==> src/rtl/pd_pkg.sv <==
package pd_pkg;
  typedef enum logic {
    MODE_SIGNAL = 1'b0,
    MODE_TIME   = 1'b1
  } mode_e;

  typedef enum logic [1:0] {
    ST_IDLE,
    ST_WINDOW,
    ST_RUN
  } seq_state_e;
endpackage

==> src/rtl/pd_counter.sv <==
// Shared binary event counter with wrap detection.
module pd_counter #(
  parameter int CNT_W = 15
) (
  input  logic             clk,
  input  logic             rst,
  input  logic             clr_i,
  input  logic             inc_i,
  output logic [CNT_W-1:0] cnt_o,
  output logic [CNT_W-1:0] cnt_nx_o,
  output logic             wrap_o
);
  logic [CNT_W-1:0] cnt_q;

  always_ff @(posedge clk) begin
    if (rst || clr_i) cnt_q <= '0;
    else if (inc_i)   cnt_q <= cnt_q + 1'b1;
  end

  assign cnt_o    = cnt_q;
  assign cnt_nx_o = inc_i ? cnt_q + 1'b1 : cnt_q;
  assign wrap_o   = inc_i && (cnt_q == {CNT_W{1'b1}});
endmodule

==> src/rtl/pd_control.sv <==
// Mode, window and run sequencing; decides what the counter sees and
// when a result is captured.
module pd_control
  import pd_pkg::*;
#(
  parameter int CNT_W = 15,
  parameter int LEN_W = 16
) (
  input  logic             clk,
  input  logic             rst,
  input  logic             mode_sel_i,
  input  logic             start_i,
  input  logic             stop_i,
  input  logic [LEN_W-1:0] win_len_i,
  input  logic             pulse_i,
  input  logic             tick_i,
  input  logic             hit_i,
  input  logic [CNT_W-1:0] cnt_i,
  input  logic [CNT_W-1:0] cnt_nx_i,
  input  logic             wrap_i,
  output logic             cnt_clr_o,
  output logic             cnt_inc_o,
  output logic             push_o,
  output logic [CNT_W-1:0] push_data_o,
  output logic             flag_clr_o,
  output logic             done_o,
  output logic             ovf_o
);
  seq_state_e       st_q;
  mode_e            mode_q;
  mode_e            req_mode;
  logic [LEN_W-1:0] rem_q;
  logic             done_q;
  logic             ovf_q;
  logic             idle;
  logic             start_ok;
  logic             last_win;

  assign req_mode = mode_e'(mode_sel_i);
  assign idle     = (st_q == ST_IDLE);
  assign start_ok = idle && start_i;
  assign last_win = (st_q == ST_WINDOW) && (rem_q <= LEN_W'(1));

  assign cnt_clr_o   = start_ok || (idle && (req_mode != mode_q));
  assign cnt_inc_o   = ((st_q == ST_WINDOW) && pulse_i) ||
                       ((st_q == ST_RUN) && tick_i);
  assign push_o      = last_win || ((st_q == ST_RUN) && hit_i);
  assign push_data_o = last_win ? cnt_nx_i : cnt_i;
  assign flag_clr_o  = start_ok;

  always_ff @(posedge clk) begin
    if (rst) begin
      st_q   <= ST_IDLE;
      mode_q <= MODE_SIGNAL;
      rem_q  <= '0;
      done_q <= 1'b0;
      ovf_q  <= 1'b0;
    end else begin
      done_q <= last_win;
      if (idle) mode_q <= req_mode;
      case (st_q)
        ST_IDLE: begin
          if (start_i) begin
            if (req_mode == MODE_SIGNAL) begin
              st_q  <= ST_WINDOW;
              rem_q <= win_len_i;
            end else begin
              st_q  <= ST_RUN;
            end
          end
        end
        ST_WINDOW: begin
          if (rem_q <= LEN_W'(1)) st_q  <= ST_IDLE;
          else                    rem_q <= rem_q - 1'b1;
        end
        ST_RUN: begin
          if (stop_i) st_q <= ST_IDLE;
        end
        default: st_q <= ST_IDLE;
      endcase
      if (start_ok)    ovf_q <= 1'b0;
      else if (wrap_i) ovf_q <= 1'b1;
    end
  end

  assign done_o = done_q;
  assign ovf_o  = ovf_q;
endmodule

==> src/rtl/pd_buffer.sv <==
// Shift-register result buffer: slot 0 is the oldest word.
module pd_buffer #(
  parameter int W     = 15,
  parameter int DEPTH = 4,
  localparam int LVW  = $clog2(DEPTH + 1)
) (
  input  logic           clk,
  input  logic           rst,
  input  logic           push_i,
  input  logic [W-1:0]   push_data_i,
  input  logic           pop_i,
  input  logic           clr_drop_i,
  output logic [W-1:0]   head_o,
  output logic [LVW-1:0] level_o,
  output logic           drop_o
);
  logic [W-1:0]   mem [DEPTH];
  logic [LVW-1:0] level_q;
  logic [LVW-1:0] wr_idx;
  logic           push_ok;
  logic           drop_q;

  assign push_ok = push_i && ((level_q < LVW'(DEPTH)) || pop_i);
  assign wr_idx  = pop_i ? level_q - 1'b1 : level_q;

  always_ff @(posedge clk) begin
    for (int i = 0; i < DEPTH; i++) begin
      if (push_ok && (int'(wr_idx) == i))
        mem[i] <= push_data_i;
      else if (pop_i && (i < DEPTH - 1))
        mem[i] <= mem[(i < DEPTH - 1) ? i + 1 : i];
    end
  end

  always_ff @(posedge clk) begin
    if (rst) begin
      level_q <= '0;
      drop_q  <= 1'b0;
    end else begin
      level_q <= level_q + LVW'(push_ok) - LVW'(pop_i);
      if (clr_drop_i)            drop_q <= 1'b0;
      else if (push_i && !push_ok) drop_q <= 1'b1;
    end
  end

  assign head_o  = mem[0];
  assign level_o = level_q;
  assign drop_o  = drop_q;
endmodule

==> src/rtl/pd_serializer.sv <==
// Parallel-to-serial drain, MSB first, frame strobe on the first bit.
module pd_serializer #(
  parameter int W    = 15,
  localparam int BCW = $clog2(W + 1)
) (
  input  logic         clk,
  input  logic         rst,
  input  logic         avail_i,
  input  logic [W-1:0] word_i,
  output logic         pop_o,
  output logic         ser_data_o,
  output logic         ser_frame_o
);
  logic [W-1:0]   sh_q;
  logic [BCW-1:0] left_q;
  logic           frame_q;

  assign pop_o = avail_i && (left_q <= BCW'(1));

  always_ff @(posedge clk) begin
    if (rst) begin
      sh_q    <= '0;
      left_q  <= '0;
      frame_q <= 1'b0;
    end else if (pop_o) begin
      sh_q    <= word_i;
      left_q  <= BCW'(W);
      frame_q <= 1'b1;
    end else begin
      frame_q <= 1'b0;
      if (left_q > BCW'(1)) begin
        sh_q   <= sh_q << 1;
        left_q <= left_q - 1'b1;
      end else begin
        sh_q   <= '0;
        left_q <= '0;
      end
    end
  end

  assign ser_data_o  = sh_q[W-1];
  assign ser_frame_o = frame_q;
endmodule

==> src/rtl/pulse_digitizer.sv <==
module pulse_digitizer #(
  parameter int CNT_W = 15,
  parameter int LEN_W = 16,
  parameter int DEPTH = 4,
  localparam int LVW  = $clog2(DEPTH + 1)
) (
  input  logic             clk,
  input  logic             rst,
  input  logic             mode_sel_i,
  input  logic             start_i,
  input  logic             stop_i,
  input  logic [LEN_W-1:0] win_len_i,
  input  logic             pulse_i,
  input  logic             tick_i,
  input  logic             hit_i,
  output logic             done_o,
  output logic             ovf_o,
  output logic             drop_o,
  output logic [LVW-1:0]   buf_level_o,
  output logic             ser_data_o,
  output logic             ser_frame_o
);
  logic [CNT_W-1:0] cnt, cnt_nx, push_data, head;
  logic             cnt_clr, cnt_inc, wrap, push, pop, flag_clr;

  pd_counter #(.CNT_W(CNT_W)) u_cnt (
    .clk(clk), .rst(rst), .clr_i(cnt_clr), .inc_i(cnt_inc),
    .cnt_o(cnt), .cnt_nx_o(cnt_nx), .wrap_o(wrap)
  );

  pd_control #(.CNT_W(CNT_W), .LEN_W(LEN_W)) u_ctl (
    .clk(clk), .rst(rst), .mode_sel_i(mode_sel_i), .start_i(start_i),
    .stop_i(stop_i), .win_len_i(win_len_i), .pulse_i(pulse_i),
    .tick_i(tick_i), .hit_i(hit_i), .cnt_i(cnt), .cnt_nx_i(cnt_nx),
    .wrap_i(wrap), .cnt_clr_o(cnt_clr), .cnt_inc_o(cnt_inc),
    .push_o(push), .push_data_o(push_data), .flag_clr_o(flag_clr),
    .done_o(done_o), .ovf_o(ovf_o)
  );

  pd_buffer #(.W(CNT_W), .DEPTH(DEPTH)) u_buf (
    .clk(clk), .rst(rst), .push_i(push), .push_data_i(push_data),
    .pop_i(pop), .clr_drop_i(flag_clr), .head_o(head),
    .level_o(buf_level_o), .drop_o(drop_o)
  );

  pd_serializer #(.W(CNT_W)) u_ser (
    .clk(clk), .rst(rst), .avail_i(buf_level_o != '0), .word_i(head),
    .pop_o(pop), .ser_data_o(ser_data_o), .ser_frame_o(ser_frame_o)
  );
endmodule

==> config.mk <==
export PLATFORM = sky130hd
export DESIGN_NAME = pulse_digitizer
export DESIGN_NICKNAME = d
export VERILOG_FILES = /design/src/rtl/pd_pkg.sv /design/src/rtl/pd_counter.sv /design/src/rtl/pd_control.sv /design/src/rtl/pd_buffer.sv /design/src/rtl/pd_serializer.sv /design/src/rtl/pulse_digitizer.sv
export SDC_FILE = /design/constraint.sdc
export NUM_CORES = 1
export LEC_CHECK = 0
export BUFFER_PORTS_ARGS = -buffer_cell sky130_fd_sc_hd__buf_2
export CAP_MARGIN = 0
export CORE_AREA = 4 4 125 127
export DETAILED_ROUTE_END_ITERATION = 8
export DIE_AREA = 0 0 129 131
export SYNTH_ARGS = -nofsm -noshare
export SYNTH_HDL_FRONTEND = slang
export SYNTH_SLANG_ARGS = --single-unit
==> constraint.sdc <==
create_clock -name clk -period 9.7 [get_ports clk]
set_input_delay 1.94 -clock clk [delete_from_list [all_inputs] [get_ports clk]]
set_output_delay 1.94 -clock clk [all_outputs]
set_load 0.02 [all_outputs]
Word level (Yosys, flattened, before mapping)
Memories as Yosys holds them, arrays and structs flattened.
Index checks and enable logic that the tools add are counted.
{"block": "op_classes", "div_mod_pow": 0, "n_shift": 0, "bitwise_logic": 3, "addsub": 6, "mul": 0, "n_reduce_logical": 27, "n_mux": 34, "eq_ne": 12, "magnitude_cmp": 4}
{"op": "$mux 15", "n": 7}
{"op": "$mux 16", "n": 3}
{"op": "$pmux 16 s2", "n": 1}
{"op": "$le 16x1->1 const B", "n": 1}
{"op": "$sub 16x1->16 const B", "n": 1}
{"op": "$add 15x1->15 const B", "n": 1}
{"op": "$eq 15x15->1 const B", "n": 1}
{"op": "$mux 1", "n": 15}
{"op": "$logic_and 1x1->1", "n": 14}
{"op": "$ne 2x2->1 const B", "n": 5}
{"op": "$mux 2", "n": 4}
{"op": "$mux 4", "n": 2}
{"op": "$eq 3x3->1 const B", "n": 2}
{"op": "$pmux 2 s3", "n": 1}
{"op": "$logic_or 1x1->1", "n": 5}
{"op": "$gt 4x1->1 const B", "n": 1}
{"op": "$le 4x1->1 const B", "n": 1}
{"op": "$reduce_and 4->1", "n": 1}
{"op": "$sub 4x1->4 const B", "n": 1}
{"op": "$add 3x1->3", "n": 1}
{"op": "$eq 3x2->1 const B", "n": 1}
{"op": "$logic_not 3->1", "n": 1}
{"op": "$lt 3x3->1 const B", "n": 1}
{"op": "$mux 3", "n": 1}
{"op": "12 further kinds", "n": 14}
{"block": "totals", "latchBits": 0, "memories": 1, "register_bits": 60, "elab_cells": 98, "out_inout_bits": 8, "mem_bits_rw": 60, "input_bits": 24, "mem_bits_ro": 0}
{"memory": "u_buf.mem", "words": 4, "width": 15, "rd": 4, "rd_ports_with_merged_regs": 0, "wr": 4, "line_no": "pd_buffer.sv:17", "rtl": "logic [W-1:0] mem [DEPTH];"}

Longest topological paths before layout
{"block": "logic_depth", "word_depth": 8, "ltp_mapped": 14, "ltp_nobuf": 13}

Cells and area by module
A second synthesis with hierarchy kept.
{"block": "unflattened", "cells_unflattened": 501, "area_unflattened_um2": 5908.2}
{"mod": "pd_buffer", "area_per_inst_um2": 2840.2, "n_inst": 1, "cells_each": 162, "seq_area_each_um2": 1881.8}
{"mod": "pd_control", "area_per_inst_um2": 1485.2, "n_inst": 1, "cells_each": 187, "seq_area_each_um2": 420.4}
{"mod": "pd_counter", "area_per_inst_um2": 880.8, "n_inst": 1, "cells_each": 94, "seq_area_each_um2": 300.3}
{"mod": "pd_serializer", "area_per_inst_um2": 695.7, "n_inst": 1, "cells_each": 57, "seq_area_each_um2": 400.4}
{"mod": "pulse_digitizer", "area_per_inst_um2": 6.3, "n_inst": 1, "cells_each": 1, "seq_area_each_um2": 0.0}

Worst setup path after synthesis
Ideal clock, no wire load.
{"block": "synth_path", "path_type": "input to register", "startpoint": "input hit_i", "endpoint": "memory u_buf.mem[0][0] (enable)", "cell_stages": 4, "setup_slack_ns": 5.662, "required_time_ns": 9.289, "setup_ns": 0.411, "arrival_time_ns": 3.627, "n_path_buf": 0, "cell_sequence": "nand2_1 -> o22ai_4 -> nand2_1 -> o31ai_1"}
{"element": "start, declared", "line_no": "pulse_digitizer.sv:15", "rtl": "input logic hit_i,"}
{"element": "end, declared", "line_no": "pd_buffer.sv:17"}

==> flow_metrics.env <==
export IMPL_outcome="completed"
export IMPL_synthTopCellsByArea="edfxtp_1 (31%), dfxtp_1 (21%), mux2_1 (4.9%)"
export IMPL_synth_avg_cell_area_sq_um=11.5
export IMPL_syn_inst=501
export IMPL_pre_cts_ws_ps=5590
export IMPL_synth_largest_area_cell="edfxtp_1"
export IMPL_slew_headroom_pct=14.8
export IMPL_num_antenna_cells=0
export IMPL_synth_edff_count=60
export IMPL_hp_class="flop to flop"
export IMPL_cts_tree="done"
export IMPL_dp_hpwl_mm=7.23
export IMPL_rsz0062_at_grt="false"
export IMPL_die_area_sq_um=16900
export IMPL_cp_arrival_ps=3660
export IMPL_power_leakage_nw=2.59
export IMPL_firstDrtPassIters=6
export IMPL_tightest_slew_ps=1270
export IMPL_report_final_slew_viol_count=0
export IMPL_path_common_cell="nand2_1"
export IMPL_clock_path_buffers=2
export IMPL_crit_path_top_delay_cell="o31ai_2"
export IMPL_die_h_microns=131
export IMPL_htree_levels=4
export IMPL_critPathLaunchType="input pin"
export IMPL_yosys_warnings=0
export IMPL_grt_usage_pct=13.5
export IMPL_cp_end_kind="flop"
export IMPL_setup_slack_ps=6060
export IMPL_drive_gt1_share_pct=21.0
export IMPL_port_buffers=31
export IMPL_insertion_delay_ps=410
export IMPL_rows=44
export IMPL_wl_mm=10.4
export IMPL_syn_num_nets=535
export IMPL_timing_critical_path_fanout_max=15
export IMPL_grt_pass1_wl_mm=18.2
export IMPL_yosysSeqAreaShare_pct=52.3
export IMPL_ys_types=61
export IMPL_layout_nets=564
export IMPL_worst_ep_required_time_ps=9710
export IMPL_setup_viol=0
export IMPL_path_clk_slew_ps=50
export IMPL_period_share_pct=37.6
export IMPL_final_hold_violation_count=0
export IMPL_antenna_found_initial=0
export IMPL_holdBufCountCts=0
export IMPL_async_reset_ff_share_pct=0
export IMPL_ir_worst_vdd_uv=143
export IMPL_wire_per_inst_microns=14.3
export IMPL_ant_nets=0
export IMPL_fmax_mhz=274
export IMPL_synthTopCellsByCount="dfxtp_1 (60), edfxtp_1 (60), nand2_1 (41)"
export IMPL_coreArea_sq_um=14400
export IMPL_start_util_pct=39.8
export IMPL_multi_input_area_sq_um=2530
export IMPL_ys_ff_latch=120
export IMPL_gr_total_overflow=0
export IMPL_grt_max_degree=32
export IMPL_critPathMaxStageDelay_ps=1050
export IMPL_finalSetupTns_ps=0
export IMPL_avgViaCountPerCell=5.16
export IMPL_crit_chain="buf_2 > nand2_1 > o22ai_4 > nand2_1 > o31ai_2"
export IMPL_max_cap_violations=0
export IMPL_finClkSkew_ps=10.3
export IMPL_filler_cell_count=1294
export IMPL_ys_flop_type="edfxtp_1"
export IMPL_io_pins=32
export IMPL_cts_sinks=120
export IMPL_cts_setup_buffers=0
export IMPL_powerDensity_nw_per_um2=282
export IMPL_place_gp_congestion=0.832
export IMPL_cts_resized=0
export IMPL_seq_area_sq_um=3000
export IMPL_vias=3753
export IMPL_period_needed_ps=3640
export IMPL_syn_to_final_growth_pct=15.3
export IMPL_drt_iter0_drc=159
export IMPL_die_x_microns=129
export IMPL_syn_area_sq_um=5740
export IMPL_cts_made_buffers=17
export IMPL_path_class="input pin to flop"
export IMPL_grt_pass1_vias=3744
export IMPL_cts_root_buf="clkbuf_16"
export IMPL_drc=0
export IMPL_synth_top_area_share_pct=31.4
[metal layers]
layer	global-route usage (%)	vias to the layer above	share of wire (%)
li1	-	1887	-
met1	16.8	1780	46
met2	21.9	77	49
met3	4.84	9	4.7
met4	4.94	0	0.95
met5	0	-	0
[flip-flops by register name (all words and copies together) (netlist names)]
name / cells
u_ctl.st_q: 2
u_ser.ser_frame_o: 1
u_ctl.done_o: 1
u_ctl.ovf_o: 1
u_buf.drop_o: 1
u_ctl.mode_q: 1
u_buf.mem: 60
u_ctl.rem_q: 16
u_ser.left_q: 4
u_cnt.cnt_o: 15
u_ser.sh_q: 15
u_buf.level_o: 3
[cell type report]
class,count,area share (%)
clock buffer,22,7.31
clock inverter,10,1.74
inverter,22,1.25
multi-input combinational,335,38.2
sequential,120,45.3
tap,184,3.48
timing repair buffer,34,2.68
[worst max-delay path, delay by kind of cell]
kind                   cells  cell delay [ps]
AND/OR/NAND/NOR            2              310
buffers and inverters      1               70
AO/OA/AOI/OAI              2             1320
[cells in the final DEF (no fill, tap or decap), types with 10 or more instances in the layout]
cell | Yosys | final
dfxtp_1 | 60 | 60
edfxtp_1 | 60 | 60
nand2_1 | 41 | 41
nor2_1 | 31 | 31
buf_2 | 6 | 31
a21oi_1 | 28 | 28
mux2_1 | 25 | 25
inv_1 | 21 | 21
o21ai_0 | 20 | 19
clkbuf_16 | 0 | 17
mux2_2 | 16 | 16
nand3_1 | 14 | 14
xnor2_1 | 14 | 14
a22o_1 | 14 | 14
nand4_1 | 11 | 11
xor2_1 | 11 | 11
nor3_1 | 11 | 10
[power breakdown]
part | internal (W) | switching, W | total, W
Combinational | 0.000195 | 0.000300 | 0.000495
Sequential | 0.000699 | 0.0000499 | 0.000749
Clock | 0.000405 | 0.000221 | 0.000626
[worst paths after layout]
check,startpoint,endpoint,slack [ps],depth (start not counted)
max reg2reg,u_ser.left_q[0]$_SDFF_PP0_,u_buf.mem[2][14]$_DFFE_PP_,6480,9
min,u_ser.sh_q[10]$_SDFF_PP0_,u_ser.sh_q[11]$_SDFF_PP0_,450,1
min reg2reg,u_ser.sh_q[10]$_SDFF_PP0_,u_ser.sh_q[11]$_SDFF_PP0_,450,1
max,hit_i,u_buf.mem[1][9]$_DFFE_PP_,6060,5
[kinds of logic (layout without fill, tap and decap cells)]
| kind of cell | after synthesis | count (layout) | synth area share (%) |
|---|---|---|---|
| DFF | 120 | 120 | 52.3 |
| buffers and inverters | 46 | 88 | 3.99 |
| and+or+nand+nor | 147 | 147 | 13.5 |
| adders and majority gates | 10 | 10 | 2.31 |
| xor gates and xnor gates | 33 | 33 | 6.08 |
| AOI/OAI and AO/OA | 96 | 96 | 12.2 |
| muxes | 49 | 49 | 9.61 |
[through the flow]
step	power (W)	std cells	hold WS, ps	util, %	cell area, sq um
floorplan	0.00117	501	420	-	5740
global placement	0.00125	695	421	41.8	6020
detailed placement	0.00126	695	442	41.8	6020
CTS	0.00189	727	452	45.9	6620
global route	0.00198	727	460	45.9	6620
finish	0.00187	727	447	45.9	6620
(Power assumes the default switching activity.)
